`config.mk`:
```
export PLATFORM = sky130hd
export DESIGN_NAME = scroll_text_engine
export DESIGN_NICKNAME = d
export VERILOG_FILES = /design/src/rtl/scroll_pkg.sv /design/src/rtl/scroll_glyph_rom.sv /design/src/rtl/scroll_col_stream.sv /design/src/rtl/scroll_frame_store.sv /design/src/rtl/scroll_text_engine.sv
export SDC_FILE = /design/constraint.sdc
export NUM_CORES = 1
export LEC_CHECK = 0
export CORE_ASPECT_RATIO = 1.1
export CORE_MARGIN = 2
export CORE_UTILIZATION = 28
export DETAILED_ROUTE_END_ITERATION = 6
export PLACE_DENSITY = 0.47
export SLEW_MARGIN = 5
export SYNTH_ARGS = -nofsm -noshare
export SYNTH_HDL_FRONTEND = slang
export SYNTH_SLANG_ARGS = --single-unit
export TNS_END_PERCENT = 50
```
`constraint.sdc`:
```
create_clock -name clk -period 8.1 [get_ports clk]
set_input_delay 1.62 -clock clk [delete_from_list [all_inputs] [get_ports clk]]
set_output_delay 1.62 -clock clk [all_outputs]
set_load 0.005 [all_outputs]
```
`src/rtl/scroll_pkg.sv`:
```
`timescale 1ns/1ps
package scroll_pkg;
   localparam int GLYPH_COLS = 5;
   localparam int GLYPH_ROWS = 7;
   localparam int SLOT_COLS  = GLYPH_COLS + 1;
   localparam int SLOT_W     = $clog2(SLOT_COLS);

   typedef enum logic {
      ENG_IDLE = 1'b0,
      ENG_WAIT = 1'b1
   } eng_state_e;
endpackage

```
`src/rtl/scroll_glyph_rom.sv`:
```
`timescale 1ns/1ps
module scroll_glyph_rom
   import scroll_pkg::*;
#(
   parameter int ROWS = 8
) (
   input  logic [7:0]        code_i,
   input  logic [SLOT_W-1:0] col_i,
   output logic [ROWS-1:0]   col_o
);
   // five 7-bit columns packed, column k at bits [k*7 +: 7]
   logic [GLYPH_COLS*GLYPH_ROWS-1:0] shape;
   logic [GLYPH_ROWS-1:0]            g;

   always_comb begin
      if (code_i < 8'h20 || code_i > 8'h7E) begin
         shape = '0;
      end else begin
         case (code_i)
            8'h20:   shape = '0;
            8'h48:   shape = {7'h7F, 7'h08, 7'h08, 7'h08, 7'h7F};
            8'h49:   shape = {7'h00, 7'h41, 7'h7F, 7'h41, 7'h00};
            8'h31:   shape = {7'h00, 7'h40, 7'h7F, 7'h42, 7'h00};
            8'h2D:   shape = {5{7'h08}};
            default: shape = {7'h7F, 7'h41, 7'h41, 7'h41, 7'h7F};
         endcase
      end
   end

   always_comb begin
      case (col_i)
         3'd0:    g = shape[6:0];
         3'd1:    g = shape[13:7];
         3'd2:    g = shape[20:14];
         3'd3:    g = shape[27:21];
         3'd4:    g = shape[34:28];
         default: g = '0;
      endcase
   end

   generate
      if (ROWS < GLYPH_ROWS) begin : g_rows_bad
         $error("scroll_glyph_rom: ROWS must be at least 7");
      end else if (ROWS == GLYPH_ROWS) begin : g_rows_exact
         assign col_o = g;
      end else begin : g_rows_pad
         assign col_o = {{(ROWS-GLYPH_ROWS){1'b0}}, g};
      end
   endgenerate
endmodule

```
`src/rtl/scroll_col_stream.sv`:
```
`timescale 1ns/1ps
module scroll_col_stream
   import scroll_pkg::*;
#(
   parameter int MSG_DEPTH = 16,
   parameter int AW        = 4,
   parameter int LW        = 5
) (
   input  logic              clk,
   input  logic              rst_n,
   input  logic              adv_i,
   input  logic [LW-1:0]     msg_len_i,
   output logic [AW-1:0]     char_idx_o,
   output logic [SLOT_W-1:0] slot_col_o,
   output logic              spacer_o
);
   logic [AW-1:0]     ci_q;
   logic [SLOT_W-1:0] cc_q;
   logic [LW:0]       ci_next;
   logic              last_char;

   assign ci_next   = (LW+1)'(ci_q) + 1'b1;
   assign last_char = ci_next >= {1'b0, msg_len_i};

   always_ff @(posedge clk or negedge rst_n) begin
      if (!rst_n) begin
         ci_q <= '0;
         cc_q <= '0;
      end else if (adv_i) begin
         if (cc_q == SLOT_W'(SLOT_COLS-1)) begin
            cc_q <= '0;
            ci_q <= last_char ? '0 : ci_q + 1'b1;
         end else begin
            cc_q <= cc_q + 1'b1;
         end
      end
   end

   assign char_idx_o = ci_q;
   assign slot_col_o = cc_q;
   assign spacer_o   = (cc_q == SLOT_W'(GLYPH_COLS));

   generate
      if (MSG_DEPTH < 1) begin : g_depth_bad
         $error("scroll_col_stream: MSG_DEPTH must be at least 1");
      end
   endgenerate
endmodule

```
`src/rtl/scroll_frame_store.sv`:
```
`timescale 1ns/1ps
module scroll_frame_store #(
   parameter int ROWS = 8,
   parameter int COLS = 16,
   parameter int CW   = 4
) (
   input  logic            clk,
   input  logic            rst_n,
   input  logic            render_i,
   input  logic            swap_i,
   input  logic [ROWS-1:0] new_col_i,
   input  logic [CW-1:0]   rd_col_i,
   output logic [ROWS-1:0] rd_data_o
);
   logic            sel_q;   // 0: bank_a visible, 1: bank_b visible
   logic [ROWS-1:0] bank_a  [COLS];
   logic [ROWS-1:0] bank_b  [COLS];
   logic [ROWS-1:0] front   [COLS];
   logic [ROWS-1:0] shifted [COLS];

   always_ff @(posedge clk or negedge rst_n) begin
      if (!rst_n)      sel_q <= 1'b0;
      else if (swap_i) sel_q <= ~sel_q;
   end

   generate
      for (genvar c = 0; c < COLS; c++) begin : g_col
         assign front[c] = sel_q ? bank_b[c] : bank_a[c];
         if (c == COLS-1) begin : g_tail
            assign shifted[c] = new_col_i;
         end else begin : g_body
            assign shifted[c] = front[c+1];
         end
         always_ff @(posedge clk or negedge rst_n) begin
            if (!rst_n) begin
               bank_a[c] <= '0;
               bank_b[c] <= '0;
            end else if (render_i) begin
               if (sel_q) bank_a[c] <= shifted[c];
               else       bank_b[c] <= shifted[c];
            end
         end
      end

      if (COLS == (1 << CW)) begin : g_rd_full
         assign rd_data_o = front[rd_col_i];
      end else begin : g_rd_guard
         assign rd_data_o = (int'(rd_col_i) < COLS) ? front[rd_col_i] : '0;
      end

      if (COLS < 2) begin : g_cols_bad
         $error("scroll_frame_store: COLS must be at least 2");
      end
   endgenerate
endmodule

```
`src/rtl/scroll_text_engine.sv`:
```
`timescale 1ns/1ps
module scroll_text_engine
   import scroll_pkg::*;
#(
   parameter  int ROWS      = 8,
   parameter  int COLS      = 16,
   parameter  int MSG_DEPTH = 16,
   localparam int CW        = $clog2(COLS),
   localparam int AW        = (MSG_DEPTH > 1) ? $clog2(MSG_DEPTH) : 1,
   localparam int LW        = $clog2(MSG_DEPTH + 1)
) (
   input  logic            clk,
   input  logic            rst_n,
   input  logic            step_i,
   input  logic            blank_i,
   input  logic [LW-1:0]   msg_len_i,
   output logic [AW-1:0]   str_addr_o,
   input  logic [7:0]      str_data_i,
   input  logic [CW-1:0]   disp_col_i,
   output logic [ROWS-1:0] disp_data_o,
   output logic            swap_o
);
   eng_state_e        state_q;
   logic              pend_q;
   logic              swap_q;
   logic              render;
   logic              swap;
   logic [SLOT_W-1:0] slot_col;
   logic              spacer;
   logic [ROWS-1:0]   glyph_col;
   logic [ROWS-1:0]   new_col;

   assign render = (state_q == ENG_IDLE) && (step_i || pend_q);
   assign swap   = (state_q == ENG_WAIT) && blank_i;

   always_ff @(posedge clk or negedge rst_n) begin
      if (!rst_n) begin
         state_q <= ENG_IDLE;
         pend_q  <= 1'b0;
         swap_q  <= 1'b0;
      end else begin
         swap_q <= swap;
         case (state_q)
            ENG_IDLE: if (render) state_q <= ENG_WAIT;
            ENG_WAIT: if (swap)   state_q <= ENG_IDLE;
            default:              state_q <= ENG_IDLE;
         endcase
         if (render)      pend_q <= step_i && pend_q;
         else if (step_i) pend_q <= 1'b1;
      end
   end

   scroll_col_stream #(
      .MSG_DEPTH (MSG_DEPTH),
      .AW        (AW),
      .LW        (LW)
   ) u_stream (
      .clk        (clk),
      .rst_n      (rst_n),
      .adv_i      (render),
      .msg_len_i  (msg_len_i),
      .char_idx_o (str_addr_o),
      .slot_col_o (slot_col),
      .spacer_o   (spacer)
   );

   scroll_glyph_rom #(
      .ROWS (ROWS)
   ) u_rom (
      .code_i (str_data_i),
      .col_i  (slot_col),
      .col_o  (glyph_col)
   );

   assign new_col = spacer ? '0 : glyph_col;

   scroll_frame_store #(
      .ROWS (ROWS),
      .COLS (COLS),
      .CW   (CW)
   ) u_store (
      .clk       (clk),
      .rst_n     (rst_n),
      .render_i  (render),
      .swap_i    (swap),
      .new_col_i (new_col),
      .rd_col_i  (disp_col_i),
      .rd_data_o (disp_data_o)
   );

   assign swap_o = swap_q;

   generate
      if (CW < 1) begin : g_cw_bad
         $error("scroll_text_engine: COLS must be at least 2");
      end
   endgenerate
endmodule

```
==> results of run 1 <==
==> sequential cells by signal (all words and copies together) (netlist names) <==
name / count
u_store.bank_a: 80
u_store.bank_b: 80
u_stream.char_idx_o: 4
u_stream.slot_col_o: 3
pend_q: 1
state_q: 1
swap_o: 1
u_store.sel_q: 1
==> power by group through the flow <==
stage          Combinational, mW  Clock [mW]  Sequential, mW
5_1_grt                    0.900       0.887            1.37
3_5_place_dp               0.818           0            1.34
4_1_cts                    0.821       0.852            1.33
2_1_floorplan              0.668           0            1.24
3_3_place_gp               0.800           0            1.35
6_report                   0.798       0.826            1.32
==> kinds of logic after synthesis <==
logic type,after synthesis
AND/OR/NAND/NOR,286
flip-flops,171
multiplexers,132
buffers and inverters,52
AO/OA/AOI/OAI,41
adder cells (fa/ha/maj),8
XOR/XNOR,4
other,1
==> routing by layer <==
metal / vias up / track usage / share of wire
li1: 2433 / - / -
met1: 2598 / 0.163 / 0.49
met2: 55 / 0.196 / 0.48
met3: 15 / 0.0248 / 0.018
met4: 0 / 0.0352 / 0.013
met5: - / 0 / 0
==> cells in the mapped netlist (2+ instances only) <==
master,count
ha_1,7
inv_1,9
a22o_1,4
buf_1,4
nor3b_1,2
or2_2,2
and2_1,3
clkbuf_1,26
nor2_1,12
o221ai_1,2
o21a_1,3
mux4_2,50
a21oi_1,4
dfrtp_1,171
nor2b_1,3
nand4_1,2
nand2b_1,4
buf_2,6
a21o_1,2
mux2_2,81
nor3_1,3
buf_4,7
xor2_1,2
xnor2_1,2
nand3_1,7
a31oi_1,2
o21ai_0,11
o31ai_1,2
nand2_1,239
==> per-stage QoR <==
stage | power [mW] | instance area, um^2 | util
floorplan | 1.91 | 8160 | -
global placement | 2.15 | 8800 | 0.306
detailed placement | 2.16 | 8800 | 0.306
CTS | 3.00 | 9390 | 0.327
global route | 3.16 | 9390 | 0.327
finish | 2.95 | 9390 | 0.327
==> layout make-up <==
cell class	count	area share
clock buffer	19	0.0461
clock inverter	13	0.0168
inverter	9	0.00360
multi-input combinational	472	0.391
sequential	171	0.456
tap	368	0.0491
timing repair buffer	37	0.0377
==> worst max-delay path by stage <==
| stage | from | end | slack (ps) | cells past startpoint |
|---|---|---|---|---|
| after global routing | disp_col_i[0] | disp_data_o[2] | 2140 | 5 |
| after detailed placement | disp_col_i[0] | disp_data_o[5] | 2230 | 5 |
| after floorplan | disp_col_i[0] | disp_data_o[4] | 3090 | 6 |
| final | disp_col_i[0] | disp_data_o[5] | 2260 | 5 |
| after global placement | disp_col_i[1] | disp_data_o[4] | 2270 | 4 |
| after CTS | disp_col_i[0] | disp_data_o[5] | 2230 | 5 |
==> worst register-to-register path: stages, from the launching register on <==
cell and delay [ps]:
dfrtp_2 800, nand2b_2 660, buf_4 650, nor2_1 120
a22o_1 210
==> summary.md, run 1 <==
| Metric | Value |
|---|---|
| Outcome | complete, no violations |
| Bufs and invs on worst path | 2 |
| Crit-path max FO | 40 |
| Htree depth | 4 |
| Setup crit start kind | input pin |
| Tcrit/Tclk final | 0.721 |
| Syn_nets | 723 |
| DRC Markers | 0 |
| YS warnings | 0 |
| Fill cell count | around 2900 |
| Max-cap violations | 0 |
| DP HPWL | 10000 um |
| Worst hold-check path type | reg -> reg |
| Worst-margin pin slew | 1050 ps |
| CTS tree | yes |
| Critical path capture point type | primary output |
| Cell-internal power | about 2.0 mW |
| Syn Inst Count | around 700 |
| # diodes | 0 |
| Distinct cell type count after synthesis | 52 |
| Comb pwr share | 0.271 |
| Cells along the critical path | buf_2, mux4_2, mux4_2, mux2_2, clkdlybuf4s50_1 |
| Total CTS buffers | 17 |
| Register bit total from synthesis | between 150 and 200 |
| Static Leakage | ~4.5 nW |
| Net load switching power | 0.942 mW |
| Compound-Gate Fraction of Synth Area | 0.0353 |
| Worst-case hold slack | ~480 ps |
| CTS-repair resized insts | 0 |
| Initial antenna violation count | 0 |
| Die area | a little over 30000 um^2 |
| CP peak stage delay | between 700 and 800 ps |
| Cell Area, Synth | about 8000 um^2 |
| Syn-to-layout area delta | 15.1% |
| Reg2reg path depth | 4 |
| Top delay family on crit path | multiplexers |
| Top cell by count, worst path | mux4_2 |
| Skew-Pair Late Insertion Delay | ~430 ps |
| Cell Pwr Density | 314 nW/um^2 |
| Seq pwr share | 0.449 |
| Final ANT Viol Nets | 0 |
| Final WS setup | ~2300 ps |
| Dominant synthesized flop cell | dfrtp_1 |
| Worst R2R End | u_store.bank_b[0] |
| Pin count of the biggest net entering global routing | between 90 and 100 |
| I/O pins | 34 |
| DR iter-0 viols | about 270 |
| Slowest CP cell | buf_2 |
| RSZ-0062 raised after global routing | false |
| Hold violation count in the final report | 0 |
| Initial core utilization | 0.284 |
| Hold buffer count at cts | 0 |
| WHS Path Cells | 2 |
| Hold Path Origin | u_store.bank_a[83] |
| Post-synth top area share | 0.525 |
| Post-synthesis simple-gate area fraction | 0.144 |
| Slew Limit Fails | 0 |
| Most frequent cells in the layout | 238 x nand2_1, 170 x dfrtp_1, 81 x mux2_2, 50 x mux4_2, 30 x clkdlybuf4s50_1 |
| Site row count | 65 |
| TritonRoute pass-1 iters | 4 |
| Critical path data arrival time | 4220 ps |
| Post-synthesis adder-cell area fraction | 0.0120 |
| DR vias | approximately 5100 |
| Sequential-to-total area share from yosys stat | 0.525 |
| Critical path class | in -> out |
| Main combinational cell family by area after synthesis | multiplexers |
| Die Ht | approximately 180 um |
| Synth top area cells | dfrtp_1 52%, mux4_2 14%, mux2_2 11% |
| Clock Sinks | 171 |
| Async SR Flop Fraction | 1.00 |
| Number of enable flip-flop cells after synthesis | 0 |
| Worst Path Required | 6480 ps |
| Worst slack at placement | about 2200 ps |
| Non-Filler Instances | ~1100 |
| Worst slew margin | 0.298 |
| Setup TNS | 0 ps |
| Reg-to-reg critical path startpoint | u_store.sel_q |
| Share of cells above drive strength 1 | 0.247 |
| Sw Ratio | 0.320 |
| Vias per std cell | approximately 4.7 |
| Final period demand of the worst path | around 5800 ps |
| Max clock buf depth | 2 |
| Max Clock Skew | roughly 15 ps |
| Nets | between 700 and 800 |
| Final WL | around 17000 um |
| Die width | roughly 170 um |
| GRT Overall Usage | 0.120 |
| Clk pwr share | 0.280 |
| Clock-pin slew of the registers on the worst-case setup and hold paths | approximately 70 ps |
| Placed insts | around 1100 |
| Vias in the first global route | approximately 5400 |
| Synth Area in XOR/XNOR | 0.00429 |
| Most common cell after layout, fill and taps aside | nand2_1 |
| Largest area contributor in the netlist | dfrtp_1 |
| Sequential Area | approximately 4300 um^2 |
| Syn_area_per_cell | 11.7 um^2 |
| Post-synthesis mux area share | 0.251 |
| Internal reg-to-reg setup slack | between 5000 and 6000 ps |
| Core Box Area | roughly 29000 um^2 |
| PortBufs | 32 |
| Endpoint, Worst Hold | u_store.bank_b[91] |
| Setup violations, final | 0 |
| Clk root buf | clkbuf_16 |
| Setup bufs post-CTS | 0 |
| Multi-input gate area | about 3700 um^2 |
| F_max | between 150 and 200 MHz |
| Congestion Overflow GR | 0 |
| GP Congestion | 0.696 |
| Global-route wire length before repair | ~29000 um |
| WL/cell | about 16 um |
| Peak supply drop | ~0.00016 V |
Note: power is estimated with default switching activity, not from simulation.
==> run 2: changes to the inputs <==
- PLACE_DENSITY: 0.47 -> 0.48
- clock period: 8.1 -> 5.07 ns (I/O delays scaled with it)
==> summary.md, run 2 (synthesized netlist as in run 1, its figures left out) <==
| Metric | Value |
|---|---|
| Peak supply drop | 0.000277 V (was 0.000159 V) |
| WL/cell | 15.5 um (was 15.6 um) |
| Site row count | 65 (unchanged) |
| # diodes | 0 (unchanged) |
| Static Leakage | 4.54 nW (was 4.50 nW) |
| Global-route wire length before repair | 28700 um (was 29400 um) |
| Htree depth | 4 (unchanged) |
| Crit-path max FO | 18 (was 40) |
| DP HPWL | 10500 um (was 10000 um) |
| DRC Markers | 0 (unchanged) |
| Initial antenna violation count | 0 (unchanged) |
| Clock Sinks | 171 (unchanged) |
| Clock-pin slew of the registers on the worst-case setup and hold paths | 70 ps (about the same) |
| Final Power | 4.66 mW (was 2.95 mW) |
| Multi-input gate area | 3670 um^2 (unchanged) |
| Initial core utilization | 0.284 (unchanged) |
| Setup violations, final | 0 (unchanged) |
| Slew Limit Fails | 0 (unchanged) |
| F_max | 232 MHz |
| Most frequent cells in the layout | 238 x nand2_1, 170 x dfrtp_1, 81 x mux2_2, 50 x mux4_2, 30 x clkdlybuf4s50_1 (unchanged) |
| Top cell by count, worst path | mux4_2 (unchanged) |
| Die width | 167 um (unchanged) |
| Bufs and invs on worst path | 3 (was 2) |
| Worst Path Required | 4060 ps (was 6480 ps) |
| Top delay family on crit path | buffers and inverters (was multiplexers) |
| CTS tree | yes (unchanged) |
| I/O pins | 34 (unchanged) |
| Max-cap violations | 0 (unchanged) |
| Hold buffer count at cts | 0 (unchanged) |
| WHS Path Cells | 2 (unchanged) |
| Worst slew margin | 0.361 (was 0.298) |
| Critical path class | in -> out (unchanged) |
| Final WL | 17000 um (about the same) |
| Final WS setup | 752 ps (was 2260 ps) |
| Vias per std cell | 4.69 (was 4.68) |
| Endpoint, Worst Hold | u_store.bank_b[120] (was u_store.bank_b[91]) |
| Slowest CP cell | mux4_2 (was buf_2) |
| DR iter-0 viols | 259 (was 272) |
| Pin count of the biggest net entering global routing | 93 (was 97) |
| Total CTS buffers | 17 (unchanged) |
| Worst hold-check path type | reg -> reg (unchanged) |
| RSZ-0062 raised after global routing | false (unchanged) |
| Congestion Overflow GR | 0 (unchanged) |
| GP Congestion | 0.686 (was 0.696) |
| Reg2reg path depth | 4 (unchanged) |
| Cell Pwr Density | 494 nW/um^2 (was 314 nW/um^2) |
| Die Ht | 183 um (unchanged) |
| Vias in the first global route | 5285 (was 5434) |
| Most common cell after layout, fill and taps aside | nand2_1 (unchanged) |
| Final ANT Viol Nets | 0 (unchanged) |
| Hold Path Origin | u_store.bank_b[120] (was u_store.bank_a[83]) |
| Final period demand of the worst path | about 4300 ps |
| Critical path data arrival time | 3300 ps (was 4220 ps) |
| Die area | 30500 um^2 (unchanged) |
| Setup bufs post-CTS | 0 (unchanged) |
| DR vias | 5131 (was 5101) |
| Setup TNS | 0 ps (unchanged) |
| Fill cell count | 2879 (was 2893) |
| CP peak stage delay | 490 ps (was 780 ps) |
| Worst-case hold slack | 479 ps (was 475 ps) |
| TritonRoute pass-1 iters | 4 (unchanged) |
| Worst slack at placement | 706 ps (was 2230 ps) |
| Critical path capture point type | primary output (unchanged) |
| Worst R2R End | u_store.bank_a[120] (was u_store.bank_b[0]) |
| Syn-to-layout area delta | 15.8% (was 15.1%) |
| Hold violation count in the final report | 0 (unchanged) |
| Outcome | complete, no violations (unchanged) |
| Worst-margin pin slew | 959 ps (was 1050 ps) |
| GRT Overall Usage | 0.117 (was 0.120) |
| Setup crit start kind | input pin (unchanged) |
| Internal reg-to-reg setup slack | 2870 ps (was 5540 ps) |
| Max Clock Skew | 16.8 ps (was 15.5 ps) |
| Tcrit/Tclk final | 0.852 |
| Skew-Pair Late Insertion Delay | 430 ps (about the same) |
| Sequential Area | 4280 um^2 (unchanged) |
| Clk root buf | clkbuf_16 (unchanged) |
| Max clock buf depth | 2 (unchanged) |
| Cells along the critical path | buf_2, buf_4, mux4_2, mux4_2, mux2_2, clkdlybuf4s50_1 (was buf_2, mux4_2, mux4_2, mux2_2, clkdlybuf4s50_1) |
| Share of cells above drive strength 1 | 0.254 (was 0.247) |
| Final core occ | 0.329 (was 0.327) |
| Reg-to-reg critical path startpoint | pend_q (was u_store.sel_q) |
| Nets | 742 (was 736) |
| CTS-repair resized insts | 0 (unchanged) |
| Core Box Area | 28700 um^2 (unchanged) |
| PortBufs | 32 (unchanged) |
run 2: changes by cell type in the layout (fill, tap and decap cells not counted), sizes merged:
cell,change
buf,+6
clkinv,+3
bufinv,-2
clkinvlp,-2
inv,+2
clkbuf,-1
run 2: per-stage QoR:
| stage | cells | area (um^2) |
|---|---|---|
| CTS | 1095 | 9450 |
| detailed placement | 1063 | 8890 |
| global route | 1095 | 9450 |
| finish | 1095 | 9450 |
| floorplan | 695 | 8160 |
| global placement | 1063 | 8890 |
run 2: report_power, final:
part           switching [mW]  total (mW)  leakage [nW]  internal, mW
logic                   0.597        1.32          1.94         0.727
registers               0.341        2.10          2.33          1.76
clock network           0.589        1.24         0.272         0.648
run 2: final cells by class:
class,count,share of cell area
flip-flops and latches,171,0.453
multi-input cells,472,0.388
well taps,368,0.0487
repair buffers,43,0.0476
clock buffers,18,0.0454
clock inverters,14,0.0132
inverters,9,0.00358
run 2: how the worst max path moves through the flow:
stage                   from              to  slack [ps]  depth (start not counted)
2_1_floorplan  disp_col_i[0]  disp_data_o[4]        1280                          6
3_3_place_gp   disp_col_i[0]  disp_data_o[6]         810                          6
3_5_place_dp   disp_col_i[0]  disp_data_o[6]         710                          6
4_1_cts        disp_col_i[0]  disp_data_o[6]         720                          6
5_1_grt        disp_col_i[0]  disp_data_o[6]         690                          6
6_report       disp_col_i[0]  disp_data_o[6]         750                          6
run 2: worst reg2reg max path, stage by stage, from the launching register on:
cell and delay [ps]:
dfrtp_1 410, o21ba_2 290, nand2_4 550, buf_4 430, mux2_2 390
run 2: per-layer routing:
metal / vias up / GRT usage / share of wire
met3: 13 / 0.0220 / 0.021
met5: - / 0 / 0
met1: 2634 / 0.167 / 0.50
li1: 2437 / - / -
met2: 47 / 0.182 / 0.47
met4: 0 / 0.0362 / 0.012
